**src/rtl/irqlvl_pkg.sv**
```systemverilog
package irqlvl_pkg;
  // Strobes from control to datapath, one per state update
  typedef struct packed {
    logic ldReti;  // restore level and enable from saved status
    logic ldWin;   // capture winner index and load its level
    logic enSet;   // write enable flag to 1
    logic enClr;   // write enable flag to 0
  } lvlStrobe_t;
endpackage

```
**src/rtl/irqlvl_datapath.sv**
```systemverilog
module irqlvl_datapath
  import irqlvl_pkg::*;
#(
  parameter int NUM_SRC = 12,
  parameter int LVL_W   = 2,
  parameter int REG_W   = 8,
  parameter int ADDR_W  = 2,
  parameter int IDX_W   = 4
) (
  input  logic               clk,
  input  logic               rstN,
  input  logic [NUM_SRC-1:0] irqReq,
  input  logic               cfgWe,
  input  logic [ADDR_W-1:0]  cfgAddr,
  input  logic [REG_W-1:0]   cfgWdata,
  input  logic               retiEn,
  input  logic [LVL_W-1:0]   retiLevel,
  input  lvlStrobe_t         strobe,
  output logic               winValid,
  output logic               intEnable,
  output logic [LVL_W-1:0]   curLevel,
  output logic [IDX_W-1:0]   acceptIdx
);
  localparam int FIELDS = REG_W / LVL_W;

  logic [NUM_SRC-1:0][LVL_W-1:0] srcLvl;
  logic [NUM_SRC-1:0]            eligible;
  logic                          enQ;
  logic [LVL_W-1:0]              curQ;
  logic [IDX_W-1:0]              idxQ;
  logic [LVL_W-1:0]              bestLvl;
  logic [IDX_W-1:0]              bestIdx;
  logic                          found;

  // Per-source level registers and eligibility compare
  for (genvar s = 0; s < NUM_SRC; s++) begin : g_src
    localparam int REG_SEL = s / FIELDS;
    localparam int FLD_LSB = (s % FIELDS) * LVL_W;
    logic [LVL_W-1:0] lvlQ;
    always_ff @(posedge clk) begin
      if (!rstN)
        lvlQ <= '1;
      else if (cfgWe && cfgAddr == ADDR_W'(REG_SEL))
        lvlQ <= cfgWdata[FLD_LSB +: LVL_W];
    end
    assign srcLvl[s]   = lvlQ;
    assign eligible[s] = irqReq[s] && (lvlQ < curQ);
  end

  // Lowest level wins; scanning downward with <= keeps the lowest index on ties
  always_comb begin
    bestLvl = '1;
    bestIdx = '0;
    found   = 1'b0;
    for (int s = NUM_SRC - 1; s >= 0; s--) begin
      if (eligible[s] && srcLvl[s] <= bestLvl) begin
        bestLvl = srcLvl[s];
        bestIdx = IDX_W'(s);
        found   = 1'b1;
      end
    end
  end

  assign winValid = found && enQ;

  always_ff @(posedge clk) begin
    if (!rstN) begin
      enQ  <= 1'b0;
      curQ <= '1;
      idxQ <= '0;
    end else begin
      if (strobe.ldReti)     curQ <= retiLevel;
      else if (strobe.ldWin) curQ <= bestLvl;

      if (strobe.ldWin) idxQ <= bestIdx;

      if (strobe.ldReti)     enQ <= retiEn;
      else if (strobe.enClr) enQ <= 1'b0;
      else if (strobe.enSet) enQ <= 1'b1;
    end
  end

  assign intEnable = enQ;
  assign curLevel  = curQ;
  assign acceptIdx = idxQ;
endmodule

```
**src/rtl/irqlvl_control.sv**
```systemverilog
module irqlvl_control
  import irqlvl_pkg::*;
(
  input  logic       clk,
  input  logic       rstN,
  input  logic       retiValid,
  input  logic       setEn,
  input  logic       clrEn,
  input  logic       winValid,
  output lvlStrobe_t strobe,
  output logic       accept
);
  logic acceptQ;

  // Return has top priority; clear beats set
  always_comb begin
    strobe.ldReti = retiValid;
    strobe.ldWin  = winValid && !retiValid;
    strobe.enClr  = clrEn && !retiValid;
    strobe.enSet  = setEn && !clrEn && !retiValid;
  end

  always_ff @(posedge clk) begin
    if (!rstN) acceptQ <= 1'b0;
    else       acceptQ <= strobe.ldWin;
  end

  assign accept = acceptQ;
endmodule

```
**src/rtl/irq_level_ctrl.sv**
```systemverilog
module irq_level_ctrl
  import irqlvl_pkg::*;
#(
  parameter int NUM_SRC = 12,
  parameter int LVL_W   = 2,
  parameter int REG_W   = 8,
  parameter int ADDR_W  = 2,
  localparam int IDX_W  = $clog2(NUM_SRC)
) (
  input  logic               clk,
  input  logic               rstN,
  input  logic [NUM_SRC-1:0] irqReq,
  input  logic               setEn,
  input  logic               clrEn,
  input  logic               retiValid,
  input  logic               retiEn,
  input  logic [LVL_W-1:0]   retiLevel,
  input  logic               cfgWe,
  input  logic [ADDR_W-1:0]  cfgAddr,
  input  logic [REG_W-1:0]   cfgWdata,
  output logic               accept,
  output logic [IDX_W-1:0]   acceptIdx,
  output logic               intEnable,
  output logic [LVL_W-1:0]   curLevel
);
  lvlStrobe_t strobe;
  logic       winValid;

  irqlvl_control u_ctrl (
    .clk       (clk),
    .rstN      (rstN),
    .retiValid (retiValid),
    .setEn     (setEn),
    .clrEn     (clrEn),
    .winValid  (winValid),
    .strobe    (strobe),
    .accept    (accept)
  );

  irqlvl_datapath #(
    .NUM_SRC (NUM_SRC),
    .LVL_W   (LVL_W),
    .REG_W   (REG_W),
    .ADDR_W  (ADDR_W),
    .IDX_W   (IDX_W)
  ) u_dp (
    .clk       (clk),
    .rstN      (rstN),
    .irqReq    (irqReq),
    .cfgWe     (cfgWe),
    .cfgAddr   (cfgAddr),
    .cfgWdata  (cfgWdata),
    .retiEn    (retiEn),
    .retiLevel (retiLevel),
    .strobe    (strobe),
    .winValid  (winValid),
    .intEnable (intEnable),
    .curLevel  (curLevel),
    .acceptIdx (acceptIdx)
  );
endmodule

```
**config.mk**
```make
export PLATFORM = sky130hd
export DESIGN_NAME = irq_level_ctrl
export DESIGN_NICKNAME = d
export VERILOG_FILES = /design/src/rtl/irqlvl_pkg.sv /design/src/rtl/irqlvl_datapath.sv /design/src/rtl/irqlvl_control.sv /design/src/rtl/irq_level_ctrl.sv
export SDC_FILE = /design/constraint.sdc
export NUM_CORES = 1
export LEC_CHECK = 0
export BUFFER_PORTS_ARGS = -buffer_cell sky130_fd_sc_hd__buf_4
export CORE_UTILIZATION = 52
export CTS_CLUSTER_DIAMETER = 60
export CTS_CLUSTER_SIZE = 30
export DETAILED_ROUTE_END_ITERATION = 10
export PLACE_DENSITY = 0.77
export SLEW_MARGIN = 10
export SYNTH_ARGS = -nofsm -noshare
export SYNTH_HDL_FRONTEND = slang
export SYNTH_HIERARCHICAL = 1
export SYNTH_SLANG_ARGS = --single-unit
```
**constraint.sdc**
```tcl
create_clock -name clk -period 15.3 [get_ports clk]
set_clock_uncertainty 0.1 [all_clocks]
set_input_delay 2.295 -clock clk [delete_from_list [all_inputs] [get_ports clk]]
set_output_delay 2.295 -clock clk [all_outputs]
set_load 0.02 [all_outputs]
```
**Word level (Yosys, flattened, before mapping)**

Index checks and enable logic that the tools add are counted.

- $lt $le $gt $ge: 24
- Reductions and logical operators: 37
- Mux-type cells: 41
- Equality and inequality tests: 2

Operators with widths:

| kind | number |
|---|---|
| 4-bit two-way mux | 12 |
| 1-bit logical AND | 32 |
| 2-bit two-way mux | 14 |
| 2-bit < comparator | 12 |
| 2-bit less-or-equal comparator | 11 |
| 1-bit two-way mux | 15 |
| 3-bit nonzero test | 1 |
| 2-bit by 1-bit equality test with 1-bit output (second input constant) | 1 |
| 2-bit equality test (second input constant) | 1 |
| 2-bit less-or-equal comparator (second input constant) | 1 |
| 1-bit zero test | 2 |
| 2-bit zero test | 1 |
| 2-bit nonzero test | 1 |

- Input bits: 31
- Register bits: 32
- Output and inout bits: 8
- Word-level logic and storage cells: 120

**Logic depth before layout (Yosys ltp)**

- Word-level depth: 41
- Mapped depth: 76
- Depth with buffers taken out: 75

**By module**

Netlist, hierarchy kept.

By module, submodules not included:

| module | seq. area each (um^2) | cells an instance | area an instance (um^2) | instances |
|---|---|---|---|---|
| irqlvl_datapath | 620.6 | 318 | 2523.7 | 1 |
| irqlvl_control | 20.0 | 6 | 56.3 | 1 |

**Least setup slack after synthesis**

No wires, ideal clock.

- Path kind: in2reg
- Start point: input port irqReq[11]
- End point: register u_dp.idxQ[3], in the netlist u_dp/acceptIdx[3]
- Library setup time: 76 ps
- Stages on the path: 71
- Path slack: 666 ps
- Path buffers: 1
- Data required time: 15124 ps
- Data arrival time: 14458 ps
- Cell sequence: nand2b_1 a211oi_2 ha_1 nor2b_1 o21ai_2 nand2_1 mux2i_1 inv_1 ha_1 nor2_1 o31ai_1 a31o_1 nand2_1 ha_1 nor2_1 o32a_1 or3_4 a31oi_2 [35 not listed] a22o_1 ha_1 o21ai_0 o22ai_1 nor3b_1 o211a_1 and4b_1 ha_1 nand2_1 o21ai_0 nand4b_1 nand3_1 o21a_1 nor2b_1 clkbuf_1 and2_1 nand4_1 a21boi_0

RTL lines:

| item | RTL line | RTL |
|---|---|---|
| start, declared | irq_level_ctrl.sv:12 | `input logic [NUM_SRC-1:0] irqReq,` |
| end signal, assigned | irqlvl_datapath.sv:75 | `if (strobe.ldWin) idxQ <= bestIdx;` |
| end, declared | irqlvl_datapath.sv:30 | `logic [IDX_W-1:0] idxQ;` |

==> out/summary.txt <==
CLOCKING
----------------------------------------------------------------------------------------------------
Clock tree buffer depth                                                                            2
Clock latency of the later-clocked register in the worst-skew pair                           0.29 ns
Clock tree from TritonCTS                                                                        yes
Inserted Clock Buffers                                                                             5
Number of H-tree levels                                                                            2
Clock-pin slew reported for the worst setup and hold paths after clock tree synthesis        0.07 ns
TritonCTS sink count                                                                              32
Clock tree root driver cell                                                             sky130_fd_sc_hd__clkbuf_8

STA
----------------------------------------------------------------------------------------------------
Worst rel slew slack                                                                          40.30%
Setup TNS                                                                                       0 ns
Crit path setup slack, layout                                                              0.6119 ns
Final-report max-slew violation count                                                              0
Actual slew at the worst max-slew pin                                                      0.8921 ns
Final clock period utilization by the worst path                                              96.00%
Maximum clock rate                                                                       0.06808 GHz
Min cycle time layout                                                                       14.69 ns
Final count of negative-setup-slack endpoints                                                      0
Fin. Hold Viols                                                                                    0

POWER AND IR DROP
----------------------------------------------------------------------------------------------------
Power per cell area                                                                     82.25 nW/µm²
Share of total power consumed by net switching                                                34.02%
Sw power                                                                                    91.66 µW
IR drop worst, VDD                                                                          61.24 µV
Fraction of power consumed by sequential logic                                                 34.4%
Internal Dissipation                                                                        177.7 µW
Part of the total power dissipated in the clock network                                        25.8%
LEAKAGE                                                                                  0.001508 µW
Relative contribution of combinational cells to total power                                    39.8%

DETAILED ROUTING
----------------------------------------------------------------------------------------------------
Vias post-DR                                                                                    2535
Drt initial violations                                                                           197
Routed Wire Length                                                                           6797 µm
Wire length the detailed router placed on met1                                               3224 µm
Vias per Instance                                                                              5.608
Final routed DRC violation total                                                                   0
Pre-antenna DRT Iters                                                                              4
Highest metal layer used by the detailed router                                                 met4
Met2 wire length                                                                             3158 µm
Remaining antenna violation count                                                                  0
Routed length on met3                                                                         338 µm
Average detailed-routed wire length per instance                                            15.04 µm

FLOORPLANNING
----------------------------------------------------------------------------------------------------
Die ar.                                                                                     5247 µm²
Number of primary I/O pins                                                                        39
Core area                                                                                   4755 µm²
Horiz. Die Dim                                                                              72.44 µm
Effective utilization at floorplan                                                            54.26%
Die span in y                                                                               72.44 µm
# rows                                                                                            25

PLACEMENT
----------------------------------------------------------------------------------------------------
Detailed placer's ending HPWL                                                                4820 µm
Last weighted congestion value of the routability-driven placer                               0.8388
# port buffers                                                                                    38
Setup slack after placement                                                               -0.2091 ns

CELLS AND AREA
----------------------------------------------------------------------------------------------------
Post-layout nets                                                                                 440
Final core utilization                                                                        68.89%
Area Overhead vs Synth                                                                        26.96%
Ant diodes                                                                                         0
Fraction of layout cells with a size suffix above 1                                           28.57%

WORST SETUP PATH
----------------------------------------------------------------------------------------------------
Data arrival time of the critical path                                                      14.81 ns
Largest incremental delay on the critical path                                               0.44 ns
Cell type with the highest occurrence count on the critical path                        sky130_fd_sc_hd__ha_1
Top fanout value on the critical path                                                              6
Startpoint types                                                                          input port
Nature of the critical path endpoint                                                            flop
Category of the most critical setup path                                                input port to flop
Critical-path cell with the highest stage delay                                         sky130_fd_sc_hd__a2111o_1
Required time of the critical path                                                          15.42 ns

YOSYS
----------------------------------------------------------------------------------------------------
Count of flip-flops with a built-in enable after synthesis                                         0
Sequential share of the synthesized area                                                      24.83%
Cell count after synthesis                                                                       324
Post-synthesis cell area                                                                    2580 µm²
Unique cell type count in the Yosys netlist                                                       66
Synth Register Bits                                                                               32
Net count after synthesis                                                                        380
Top flip-flop cell by instance count after synthesis                                    sky130_fd_sc_hd__dfxtp_1
Fraction of registers with async set/reset                                                        0%
Average instance area after synthesis                                                      7.963 µm²
Yosys warnings                                                                                     6

GRT
----------------------------------------------------------------------------------------------------
Overall track demand over capacity in global routing                                          25.81%
Wire length of the first global-routing pass                                                10520 µm
Vias in the first global route                                                                  2284
Gr ovfl total                                                                                      0
Pin count of the biggest net entering global routing                                              34
Antenna violations before repair                                                                   0

STATUS
----------------------------------------------------------------------------------------------------
Result of the run                                                                       finished, final reports clean

RUN
----------------------------------------------------------------------------------------------------
Max-cap viol count                                                                                 0

HOLD PATH
----------------------------------------------------------------------------------------------------
Type of the most critical hold path                                                     flop to flop

[per-stage QoR]
| stage | area [µm²] | hold slack (ns) | std cells | total power [µW] |
|---|---|---|---|---|
| 6_report | 3276 | 0.3795 | 452 | 269.4 |
| 5_1_grt | 3276 | 0.4217 | 452 | 284.6 |
| 4_1_cts | 3053 | 0.3806 | 435 | 252.9 |
| 3_5_place_dp | 2963 | 0.3710 | 427 | 183.9 |
| 3_3_place_gp | 2963 | 0.3629 | 427 | 181.4 |
| 2_1_floorplan | 2580 | 0.3551 | 324 | 157.1 |
[area by class of cell]
type                       count  area (µm²)
sequential                    32       640.6
fill                         403        1479
inverter                      25       93.84
multi-input combinational    258        1902
tap                           67       83.83
clock buffer                   8       90.09
timing repair buffer          62       465.4
[worst max-delay path, delay by kind of cell]
family	cells	cell delay [ns]
buffers and inverters	4	0.46
adders and majority gates	11	3.08
muxes	2	0.49
AOI/OAI and AO/OA	29	5.00
and+or+nand+nor	27	3.49
[routing by layer]
metal | global-route usage (%) | vias to the layer above
met5 | 0 | -
met3 | 4.722 | 10
met1 | 34.76 | 1166
li1 | - | 1298
met4 | 8.279 | 0
met2 | 41.74 | 61
[Yosys cell counts, drive strengths merged, types with 2 or more instances]
cell	n	share of area, %
nand3b	4	1.2
a2111oi	3	2.0
a21oi	6	1.6
o21a	4	1.2
o2111ai	2	0.68
a211o	6	2.0
or3	4	1.2
and2	3	0.73
clkbuf	7	1.0
nand4b	2	0.68
inv	25	3.6
ha	25	12
and3b	4	1.4
o21bai	2	0.87
nand3	16	3.1
a211oi	3	1.1
a21o	2	0.58
nor3	4	0.78
nor3b	5	1.5
mux2i	2	0.78
or4	2	0.73
o31ai	2	0.58
dfxtp	32	25
a21boi	7	2.5
nand2	49	7.1
buf	2	0.48
nor4	2	1.1
nand4	3	0.73
o211ai	17	5.1
nor2	24	3.5
nand2b	15	3.7
a31oi	4	1.5
nor2b	6	1.5
o21ai	11	2.3
or2	3	0.73
[power by group through the flow]
stage               Clock [µW]  Sequential (µW)  Combinational [µW]
floorplan                    0             94.1                63.0
global placement             0             94.2                87.2
detailed placement           0             94.3                89.6
CTS                       70.5             92.5                89.9
global route              73.1             93.5                 118
finish                    69.5             92.8                 107
[state kept, by name (all words and copies together), names as in the netlist]
register         count
u_ctrl/accept        1
u_dp/acceptIdx       4
u_dp/curLevel        2
u_dp/g_src.lvlQ     24
u_dp/intEnable       1
[cells in the final DEF, fill, tap and decap left out, types with 4 or more instances in the layout]
cell type                  synthesis  layout
sky130_fd_sc_hd__nand2_2           0       4
sky130_fd_sc_hd__o21ai_1           2       4
sky130_fd_sc_hd__inv_1            25      25
sky130_fd_sc_hd__nand2b_1         14      14
sky130_fd_sc_hd__nor2_2            0       4
sky130_fd_sc_hd__buf_4             1      62
sky130_fd_sc_hd__nor2_1           24      20
sky130_fd_sc_hd__and3b_1           4       4
sky130_fd_sc_hd__clkbuf_8          0       6
sky130_fd_sc_hd__nor3_1            4       4
sky130_fd_sc_hd__nand2_1          49      45
sky130_fd_sc_hd__a211o_1           6       6
sky130_fd_sc_hd__o21a_1            4       4
sky130_fd_sc_hd__a21boi_0          5       4
sky130_fd_sc_hd__nand3b_1          4       4
sky130_fd_sc_hd__o211ai_1         16      16
sky130_fd_sc_hd__nor2b_1           6       5
sky130_fd_sc_hd__o21ai_0           8       6
sky130_fd_sc_hd__ha_1             25      23
sky130_fd_sc_hd__dfxtp_1          32      32
sky130_fd_sc_hd__a21oi_1           5       5
sky130_fd_sc_hd__nand3_1          16      16
[cells by family after synthesis]
kind of cell	Yosys count	share of synthesized area [%]
AOI/OAI and AO/OA	81	26.24
muxes	3	1.212
adders and majority gates	25	12.12
DFF	32	24.83
and+or+nand+nor	149	30.46
buffers and inverters	34	5.141
[worst paths after layout]
| check | start | to | slack (ns) | cells past startpoint |
|---|---|---|---|---|
| max reg2reg | u_dp/curLevel[1]$_SDFFE_PN1P_ | u_dp/curLevel[0]$_SDFFE_PN1P_ | 1.65 | 73 |
| min reg2reg | u_dp/acceptIdx[2]$_SDFFE_PN0P_ | u_dp/acceptIdx[2]$_SDFFE_PN0P_ | 0.38 | 2 |
| max | irqReq[11] | u_dp/curLevel[0]$_SDFFE_PN1P_ | 0.61 | 73 |
| min | u_dp/acceptIdx[2]$_SDFFE_PN0P_ | u_dp/acceptIdx[2]$_SDFFE_PN0P_ | 0.38 | 2 |
[what timing repair did]
action | 4_1_cts | 5_1_grt
endpoints found under the setup margin | 0 | 7
hold buffers | 0 | 0
buffers inserted | 0 | 17
resized for setup | 0 | 27
No activity file was read; power rests on OpenSTA's default activity.
